<file path="src/rtl/tas_pkg.sv">
`timescale 1ns/1ps
package tas_pkg;

    localparam int unsigned OP_W   = 8;
    localparam int unsigned FLAG_W = 3;
    localparam int unsigned FLAG_EQ  = 0;
    localparam int unsigned FLAG_SLT = 1;
    localparam int unsigned FLAG_ULT = 2;

    localparam logic [OP_W-1:0] OPC_MOVE = 8'h00;
    localparam logic [OP_W-1:0] OPC_ADD  = 8'h01;
    localparam logic [OP_W-1:0] OPC_SUB  = 8'h02;
    localparam logic [OP_W-1:0] OPC_SMUL = 8'h03;
    localparam logic [OP_W-1:0] OPC_SDIV = 8'h04;
    localparam logic [OP_W-1:0] OPC_UMUL = 8'h13;
    localparam logic [OP_W-1:0] OPC_UDIV = 8'h14;
    localparam logic [OP_W-1:0] OPC_JMP  = 8'h80;
    localparam logic [OP_W-1:0] OPC_HALT = 8'h99;

    typedef enum logic [2:0] {
        CLS_MOVE, CLS_ALU, CLS_DIV, CLS_JMP, CLS_CJMP, CLS_HALT, CLS_BAD
    } cls_e;

    typedef enum logic [2:0] {
        C_NONE = 3'd0, C_EQ = 3'd1, C_NE = 3'd2, C_LT = 3'd3,
        C_GE = 3'd4, C_LE = 3'd5, C_GT = 3'd6
    } cond_e;

    typedef struct packed {
        cls_e  cls;
        cond_e cond;
        logic  uns;
    } dec_t;

    typedef enum logic [1:0] {
        ST_RUN = 2'b00, ST_HALT = 2'b01, ST_ERR = 2'b10
    } stat_e;

    typedef enum logic [2:0] {
        PH_FETCH, PH_DECODE, PH_LD1, PH_LD2, PH_EXEC, PH_WB1, PH_WB2, PH_STOP
    } phase_e;

endpackage

</file>
<file path="src/rtl/tas_decode.sv">
`timescale 1ns/1ps
module tas_decode
    import tas_pkg::*;
(
    input  logic [OP_W-1:0] opcode,
    output dec_t            dec
);
    always_comb begin
        dec.cls  = CLS_BAD;
        dec.cond = C_NONE;
        dec.uns  = opcode[4];
        case (opcode)
            OPC_MOVE:                             dec.cls = CLS_MOVE;
            OPC_ADD, OPC_SUB, OPC_SMUL, OPC_UMUL: dec.cls = CLS_ALU;
            OPC_SDIV, OPC_UDIV:                   dec.cls = CLS_DIV;
            OPC_JMP:                              dec.cls = CLS_JMP;
            OPC_HALT:                             dec.cls = CLS_HALT;
            8'h81, 8'h82, 8'h83, 8'h84, 8'h85, 8'h86,
            8'h93, 8'h94, 8'h95, 8'h96: begin
                dec.cls  = CLS_CJMP;
                dec.cond = cond_e'(opcode[2:0]);
            end
            default: dec.cls = CLS_BAD;
        endcase
    end
endmodule

</file>
<file path="src/rtl/tas_branch.sv">
`timescale 1ns/1ps
module tas_branch
    import tas_pkg::*;
(
    input  dec_t              dec,
    input  logic [FLAG_W-1:0] flags,
    output logic              take
);
    logic lt, eq;

    always_comb begin
        lt = dec.uns ? flags[FLAG_ULT] : flags[FLAG_SLT];
        eq = flags[FLAG_EQ];
        case (dec.cond)
            C_EQ:    take = eq;
            C_NE:    take = !eq;
            C_LT:    take = lt;
            C_GE:    take = !lt;
            C_LE:    take = lt | eq;
            C_GT:    take = !lt & !eq;
            default: take = 1'b0;
        endcase
    end
endmodule

</file>
<file path="src/rtl/tri_addr_seq.sv">
`timescale 1ns/1ps
module tri_addr_seq
    import tas_pkg::*;
#(
    parameter int unsigned ADDR_W = 8,
    parameter int unsigned DATA_W = OP_W + 3 * ADDR_W
) (
    input  logic                 clk,
    input  logic                 rst_n,
    output logic [ADDR_W-1:0]    mem_addr,
    output logic                 mem_we,
    output logic [DATA_W-1:0]    mem_wdata,
    input  logic [DATA_W-1:0]    mem_rdata,
    output logic                 alu_req,
    output logic [OP_W-1:0]      alu_op,
    output logic [DATA_W-1:0]    alu_a,
    output logic [DATA_W-1:0]    alu_b,
    input  logic                 alu_done,
    input  logic [DATA_W-1:0]    alu_lo,
    input  logic [DATA_W-1:0]    alu_hi,
    input  logic [FLAG_W-1:0]    alu_flags,
    output logic [1:0]           status,
    output logic [ADDR_W-1:0]    pc_o
);
    localparam int unsigned A1_HI = 3 * ADDR_W - 1;
    localparam int unsigned A2_HI = 2 * ADDR_W - 1;

    typedef struct packed {
        phase_e              ph;
        stat_e               st;
        logic [ADDR_W-1:0]   pc;
        logic [DATA_W-1:0]   ir;
        logic [DATA_W-1:0]   r1;
        logic [DATA_W-1:0]   r2;
        logic [DATA_W-1:0]   lo;
        logic [DATA_W-1:0]   hi;
    } seq_t;

    seq_t s_d, s_q;
    dec_t dec;
    logic take;

    logic [OP_W-1:0]   opc;
    logic [ADDR_W-1:0] a1, a2, a3, a3_inc;

    assign opc    = s_q.ir[DATA_W-1 -: OP_W];
    assign a1     = s_q.ir[A1_HI -: ADDR_W];
    assign a2     = s_q.ir[A2_HI -: ADDR_W];
    assign a3     = s_q.ir[ADDR_W-1:0];
    assign a3_inc = a3 + ADDR_W'(1);

    tas_decode u_dec (.opcode(opc), .dec(dec));
    tas_branch u_br  (.dec(dec), .flags(alu_flags), .take(take));

    always_comb begin
        mem_addr  = a3;
        mem_we    = 1'b0;
        mem_wdata = s_q.lo;
        case (s_q.ph)
            PH_FETCH: mem_addr = s_q.pc;
            PH_LD1:   mem_addr = a1;
            PH_LD2:   mem_addr = a2;
            PH_WB1:   mem_we   = 1'b1;
            PH_WB2: begin
                mem_addr  = a3_inc;
                mem_we    = 1'b1;
                mem_wdata = s_q.hi;
            end
            default: ;
        endcase
        alu_req = (s_q.ph == PH_EXEC);
        alu_op  = (dec.cls == CLS_CJMP) ? OPC_SUB : opc;
        alu_a   = s_q.r1;
        alu_b   = s_q.r2;
        status  = s_q.st;
        pc_o    = s_q.pc;
    end

    always_comb begin
        s_d = s_q;
        case (s_q.ph)
            PH_FETCH: begin
                s_d.ir = mem_rdata;
                s_d.pc = s_q.pc + ADDR_W'(1);
                s_d.ph = PH_DECODE;
            end
            PH_DECODE: begin
                case (dec.cls)
                    CLS_BAD:  begin s_d.st = ST_ERR;  s_d.ph = PH_STOP; end
                    CLS_HALT: begin s_d.st = ST_HALT; s_d.ph = PH_STOP; end
                    CLS_JMP:  begin s_d.pc = a3;      s_d.ph = PH_FETCH; end
                    default:  s_d.ph = PH_LD1;
                endcase
            end
            PH_LD1: begin
                s_d.r1 = mem_rdata;
                s_d.lo = mem_rdata;
                s_d.ph = (dec.cls == CLS_MOVE) ? PH_WB1 : PH_LD2;
            end
            PH_LD2: begin
                s_d.r2 = mem_rdata;
                s_d.ph = PH_EXEC;
            end
            PH_EXEC: begin
                if (alu_done) begin
                    s_d.lo = alu_lo;
                    s_d.hi = alu_hi;
                    if (dec.cls == CLS_CJMP) begin
                        if (take) s_d.pc = a3;
                        s_d.ph = PH_FETCH;
                    end else begin
                        s_d.ph = PH_WB1;
                    end
                end
            end
            PH_WB1:  s_d.ph = (dec.cls == CLS_DIV) ? PH_WB2 : PH_FETCH;
            PH_WB2:  s_d.ph = PH_FETCH;
            default: s_d.ph = PH_STOP;
        endcase
    end

    always_ff @(posedge clk or negedge rst_n) begin
        if (!rst_n) begin
            s_q    <= '0;
            s_q.ph <= PH_FETCH;
            s_q.st <= ST_RUN;
        end else begin
            s_q <= s_d;
        end
    end
endmodule

</file>
<file path="config.mk">
export PLATFORM = sky130hd
export DESIGN_NAME = tri_addr_seq
export DESIGN_NICKNAME = d
export VERILOG_FILES = /design/src/rtl/tas_pkg.sv /design/src/rtl/tas_decode.sv /design/src/rtl/tas_branch.sv /design/src/rtl/tri_addr_seq.sv
export SDC_FILE = /design/constraint.sdc
export NUM_CORES = 1
export LEC_CHECK = 0
export ABC_AREA = 1
export BUFFER_PORTS_ARGS = -buffer_cell sky130_fd_sc_hd__buf_2
export CELL_PAD_IN_SITES_DETAIL_PLACEMENT = 1
export CELL_PAD_IN_SITES_GLOBAL_PLACEMENT = 2
export CORE_UTILIZATION = 30
export DETAILED_ROUTE_END_ITERATION = 6
export PLACE_DENSITY_LB_ADDON = 0.1
export SLEW_MARGIN = 20
export SYNTH_ARGS = -nofsm -noshare
export SYNTH_HDL_FRONTEND = slang
export SYNTH_HIERARCHICAL = 1
export SYNTH_SLANG_ARGS = --single-unit
</file>
<file path="constraint.sdc">
create_clock -name clk -period 2.5 [get_ports clk]
set_input_delay 0.25 -clock clk [delete_from_list [all_inputs] [get_ports clk]]
set_output_delay 0.25 -clock clk [all_outputs]
set_load 0.01 [all_outputs]
</file>
==> metrics.log <==
INFO  metric run_status = complete, no violations
INFO  metric initial_utilization = 0.3048
INFO  metric core-area = 28700 um^2
INFO  metric syn-instance-count = 1145
INFO  metric die_height = 172.8 um
INFO  metric h-tree-depth = 4
INFO  metric vias = 7524
INFO  metric period_needed = 2437 ps
INFO  metric path_clk_slew = 70 ps
INFO  metric place.port_buffers = 225
INFO  metric cts_bufs_inserted = 17
INFO  metric report.final.setup_viol = 0
INFO  metric share_of_yosys_cell_area_claimed_by_the_top_area_cell_type = 0.4948
INFO  metric final-hold-violation-count = 0
INFO  metric crit_path_max_fanout = 4
INFO  metric arithmetic_cell_share_of_the_synthesized_area_counting_full_adders_half_adders_and_majority_gates = 0.002860
INFO  metric tritoncts = done
INFO  metric netlist_area = 8750 um^2
INFO  metric route.detailed.vias_per_inst = 4.395
INFO  metric detail_route.first_pass.iterations = 4
INFO  metric overflow = 0
INFO  metric floorplan.die.width = 172.8 um
INFO  metric detail_route.iter0.violations = 374
INFO  metric synth_sequential_area_ratio = 0.4948
INFO  metric cp_data_arrival_time = 2190 ps
INFO  metric internal-power = 8240 uW
INFO  metric cp_peak_stage_delay = 400 ps
INFO  metric max_slew_violation_total_from_the_final_report = 0
INFO  metric netlist.top_cell.by_area = sky130_fd_sc_hd__dfrtp_1
INFO  metric final_layout_size_suffix_gt1_frac = 0.2638
INFO  metric clockPowerShare = 0.175
INFO  metric power.share.combinational = 0.473
INFO  metric hpwl = 20560 um
INFO  metric power.net_switching = 6369 uW
INFO  metric wl_per_cell = 16.15 um
INFO  metric clock_root_cell = sky130_fd_sc_hd__clkbuf_16
INFO  metric hold_wc_path_type = in2reg
INFO  metric timing.critical_path.slowest_stage_cell = sky130_fd_sc_hd__dfrtp_1
INFO  metric share_of_the_synthesized_area_in_compound_gates_ao_oa_aoi_oai = 0.05548
INFO  metric largest_family_of_logic_cells_by_synthesized_area = simple AND/OR/NAND/NOR gates
INFO  metric p_leak = 0.005886 uW
INFO  metric pin_count_of_the_biggest_net_entering_global_routing = 67
INFO  metric power_density = 1376 nW/um^2
INFO  metric routed_wirelength = 27640 um
INFO  metric yosys-mux-area-fraction = 0
INFO  metric rsz_0062_raised_after_global_routing = yes
INFO  metric synth.ff_latch_count = 173
INFO  metric synth.area.top_cells = sky130_fd_sc_hd__dfrtp_1 (49%), sky130_fd_sc_hd__nand2_1 (22%), sky130_fd_sc_hd__buf_4 (7.4%), sky130_fd_sc_hd__inv_1 (3.9%), sky130_fd_sc_hd__nand3_1 (3.8%)
INFO  metric startpoint_type = register
INFO  metric boundaryPins = 226
INFO  metric yosys.area_share.simple = 0.3080
INFO  metric synthesized_area_per_cell = 7.642 um^2
INFO  metric crit_path_cells = buf_6, nor3_4, nand3_1, nand2_1, o21bai_4, inv_1, nand2_2, nor2_4, or2_2, buf_2
INFO  metric synthesis.yosys.warnings = 6
INFO  metric synth_nets = 1249
INFO  metric seqCellArea = 4334 um^2
INFO  metric rows = 62
INFO  metric grt_pass1_vias = 7585
INFO  metric worst-slew-pin-transition = 1010 ps
INFO  metric holdWs = 14.28 ps
INFO  metric setup.worst_path.class = reg2out
INFO  metric synthXorXnorAreaFrac = 0.001001
INFO  metric cts.path.max_buffers = 2
INFO  metric fin_total_pwr = 14610 uW
INFO  metric insertion_delay = 420 ps
INFO  metric area_of_the_multi_input_gates = 3317 um^2
INFO  metric antenna_found_initial = 6
INFO  metric critical_path.endpoint_type = primary output
INFO  metric relSlewSlack = 0.3256
INFO  metric required = 2250 ps
INFO  metric netlist-cell-type-count = 31
INFO  metric achievable-frequency = 410.3 MHz
INFO  metric final_nets = 1416
INFO  metric place_congestion = 0.7778
INFO  metric route.detailed.drc = 0
INFO  metric skew = 10.91 ps
INFO  metric min_period_over_period = 0.9749
INFO  metric critical_path.n_buffers_inverters = 3
INFO  metric area.growth.synth_to_final = 21.38%
INFO  metric swShare = 0.4360
INFO  metric die_area = 29850 um^2
INFO  metric nFillCells = 3634
INFO  metric grt_pass1_wl = 43570 um
INFO  metric critPathTopFamily = simple AND/OR/NAND/NOR gates
INFO  metric detail-route-antenna-nets = 0
INFO  metric grt_usage = 0.1876
INFO  metric number_of_maximum_capacitance_constraint_violations = 0
INFO  metric sequential_cell_fraction_of_total_power = 0.352
INFO  metric clock-sinks = 173
INFO  metric vdd.ir_drop.worst = 0.4781 mV
worst paths after layout:
kind / from / to / slack, ps / depth (start not counted)
max: opc[5]$_DFFE_PN0N_ / alu_op[1] / 60 / 10
min: alu_hi[17] / s_q[17]$_DFFE_PN0P_ / 10 / 3
max reg2reg: opc[3]$_DFFE_PN0N_ / pc_o[0]$_DFFE_PN0P_ / 150 / 20
min reg2reg: alu_a[5]$_DFFE_PN0P_ / alu_a[5]$_DFFE_PN0P_ / 480 / 2
max in group asynchronous: rst_n / alu_a[23]$_DFFE_PN0P_ / 1360 / 3
min in group asynchronous: rst_n / a1[0]$_DFFE_PN0N_ / 400 / 2
state kept, by name, indices dropped and copies added (netlist names):
register  flops
a1            8
alu_a        32
s_q          67
status        2
pc_o          8
opc           8
a3            8
alu_b        32
a2            8
power groups by stage:
stage                     clock network [uW]  logic (uW)  registers, uW
after floorplan                            0        5030           4860
after global placement                     0        6460           5130
after detailed placement                   0        6570           5160
after CTS                               2640        6710           5140
after global routing                    2740        7840           5330
final                                   2560        6910           5140
stage by stage:
| step | utilization | TNS [ps] | instances | setup WS [ps] | area [um^2] |
|---|---|---|---|---|---|
| floorplan | - | 0 | 1145 | 463.5 | 8750 |
| global placement | 0.3384 | 0 | 1650 | 173.6 | 9714 |
| detailed placement | 0.3384 | 0 | 1650 | 60.60 | 9714 |
| CTS | 0.3622 | 0 | 1691 | 11.71 | 10400 |
| global route | 0.3699 | -580.9 | 1711 | -94.54 | 10620 |
| finish | 0.3700 | 0 | 1712 | 62.68 | 10620 |
layout make-up:
cell class              count  share of cell area
clock buffers              21             0.04336
multi-input cells         755              0.3123
repair buffers            267              0.1464
diodes                      5            0.001178
inverters                  98             0.03511
flip-flops and latches    173              0.4081
clock inverters             9            0.008247
well taps                 384             0.04524
cells in the final DEF, fill, tap and decap left out, types with 2 or more instances in the layout:
master | synthesis | final
sky130_fd_sc_hd__dlygate4sd3_1 | 0 | 6
sky130_fd_sc_hd__inv_6 | 0 | 2
sky130_fd_sc_hd__nand2_2 | 8 | 11
sky130_fd_sc_hd__buf_6 | 5 | 4
sky130_fd_sc_hd__or2_2 | 2 | 2
sky130_fd_sc_hd__dfrtp_2 | 0 | 4
sky130_fd_sc_hd__nand4_1 | 10 | 10
sky130_fd_sc_hd__clkbuf_8 | 0 | 3
sky130_fd_sc_hd__o21ai_0 | 53 | 53
sky130_fd_sc_hd__nor3_1 | 2 | 2
sky130_fd_sc_hd__nor2_1 | 30 | 25
sky130_fd_sc_hd__nand3_1 | 67 | 63
sky130_fd_sc_hd__ha_1 | 2 | 2
sky130_fd_sc_hd__a21oi_1 | 7 | 6
sky130_fd_sc_hd__clkbuf_16 | 0 | 17
sky130_fd_sc_hd__buf_12 | 0 | 6
sky130_fd_sc_hd__inv_1 | 90 | 85
sky130_fd_sc_hd__dfrtp_1 | 173 | 169
sky130_fd_sc_hd__nand3_2 | 5 | 8
sky130_fd_sc_hd__nand2_4 | 2 | 2
sky130_fd_sc_hd__buf_4 | 86 | 26
sky130_fd_sc_hd__clkinv_4 | 0 | 2
sky130_fd_sc_hd__o21ai_1 | 28 | 28
sky130_fd_sc_hd__o21ai_2 | 2 | 2
sky130_fd_sc_hd__clkbuf_1 | 5 | 2
sky130_fd_sc_hd__nor2_2 | 6 | 5
sky130_fd_sc_hd__nand2_1 | 523 | 520
sky130_fd_sc_hd__diode_2 | 0 | 5
sky130_fd_sc_hd__inv_2 | 6 | 11
sky130_fd_sc_hd__clkinv_2 | 0 | 3
sky130_fd_sc_hd__inv_4 | 1 | 2
sky130_fd_sc_hd__nor2_4 | 2 | 8
sky130_fd_sc_hd__buf_2 | 23 | 224
worst min-delay path, stage by stage:
cell,delay [ps]
sky130_fd_sc_hd__buf_2,70
sky130_fd_sc_hd__nand2_1,40
sky130_fd_sc_hd__nand2_1,40
per-layer routing:
layer / wire length [um] / vias up / track usage
met3: 1193 / 24 / 0.03760
met2: 12290 / 141 / 0.2816
met4: 424 / 2 / 0.05789
met5: 8 / - / 0
met1: 13730 / 3576 / 0.2709
li1: - / 3781 / -
Yosys cell counts (all sizes together):
cell	number
clkbuf	5
a21boi	1
clkinv	1
nor3	3
ha	2
o21ai	83
o21bai	1
buf	114
nand4	10
a21oi	8
dfrtp	173
nand3	72
or2	3
xnor2	1
inv	97
nand2	533
nor2	38
timing repair:
action	4_1_cts	5_1_grt
endpoints found under the setup margin	1	42
resized for setup	11	28
hold endpoints to repair	67	0
pin swaps	4	14
hold buffers	6	0
buffers inserted	6	16
cell families (layout without fill, tap and decap cells):
| logic type | count (synthesis) | after routing |
|---|---|---|
| and+or+nand+nor | 659 | 659 |
| AOI/OAI and AO/OA | 93 | 93 |
| DFF | 173 | 173 |
| other | 0 | 5 |
| buffers and inverters | 217 | 395 |
| xor gates and xnor gates | 1 | 1 |
| adders and majority gates | 2 | 2 |
Note: power is estimated with default switching activity, not from simulation.
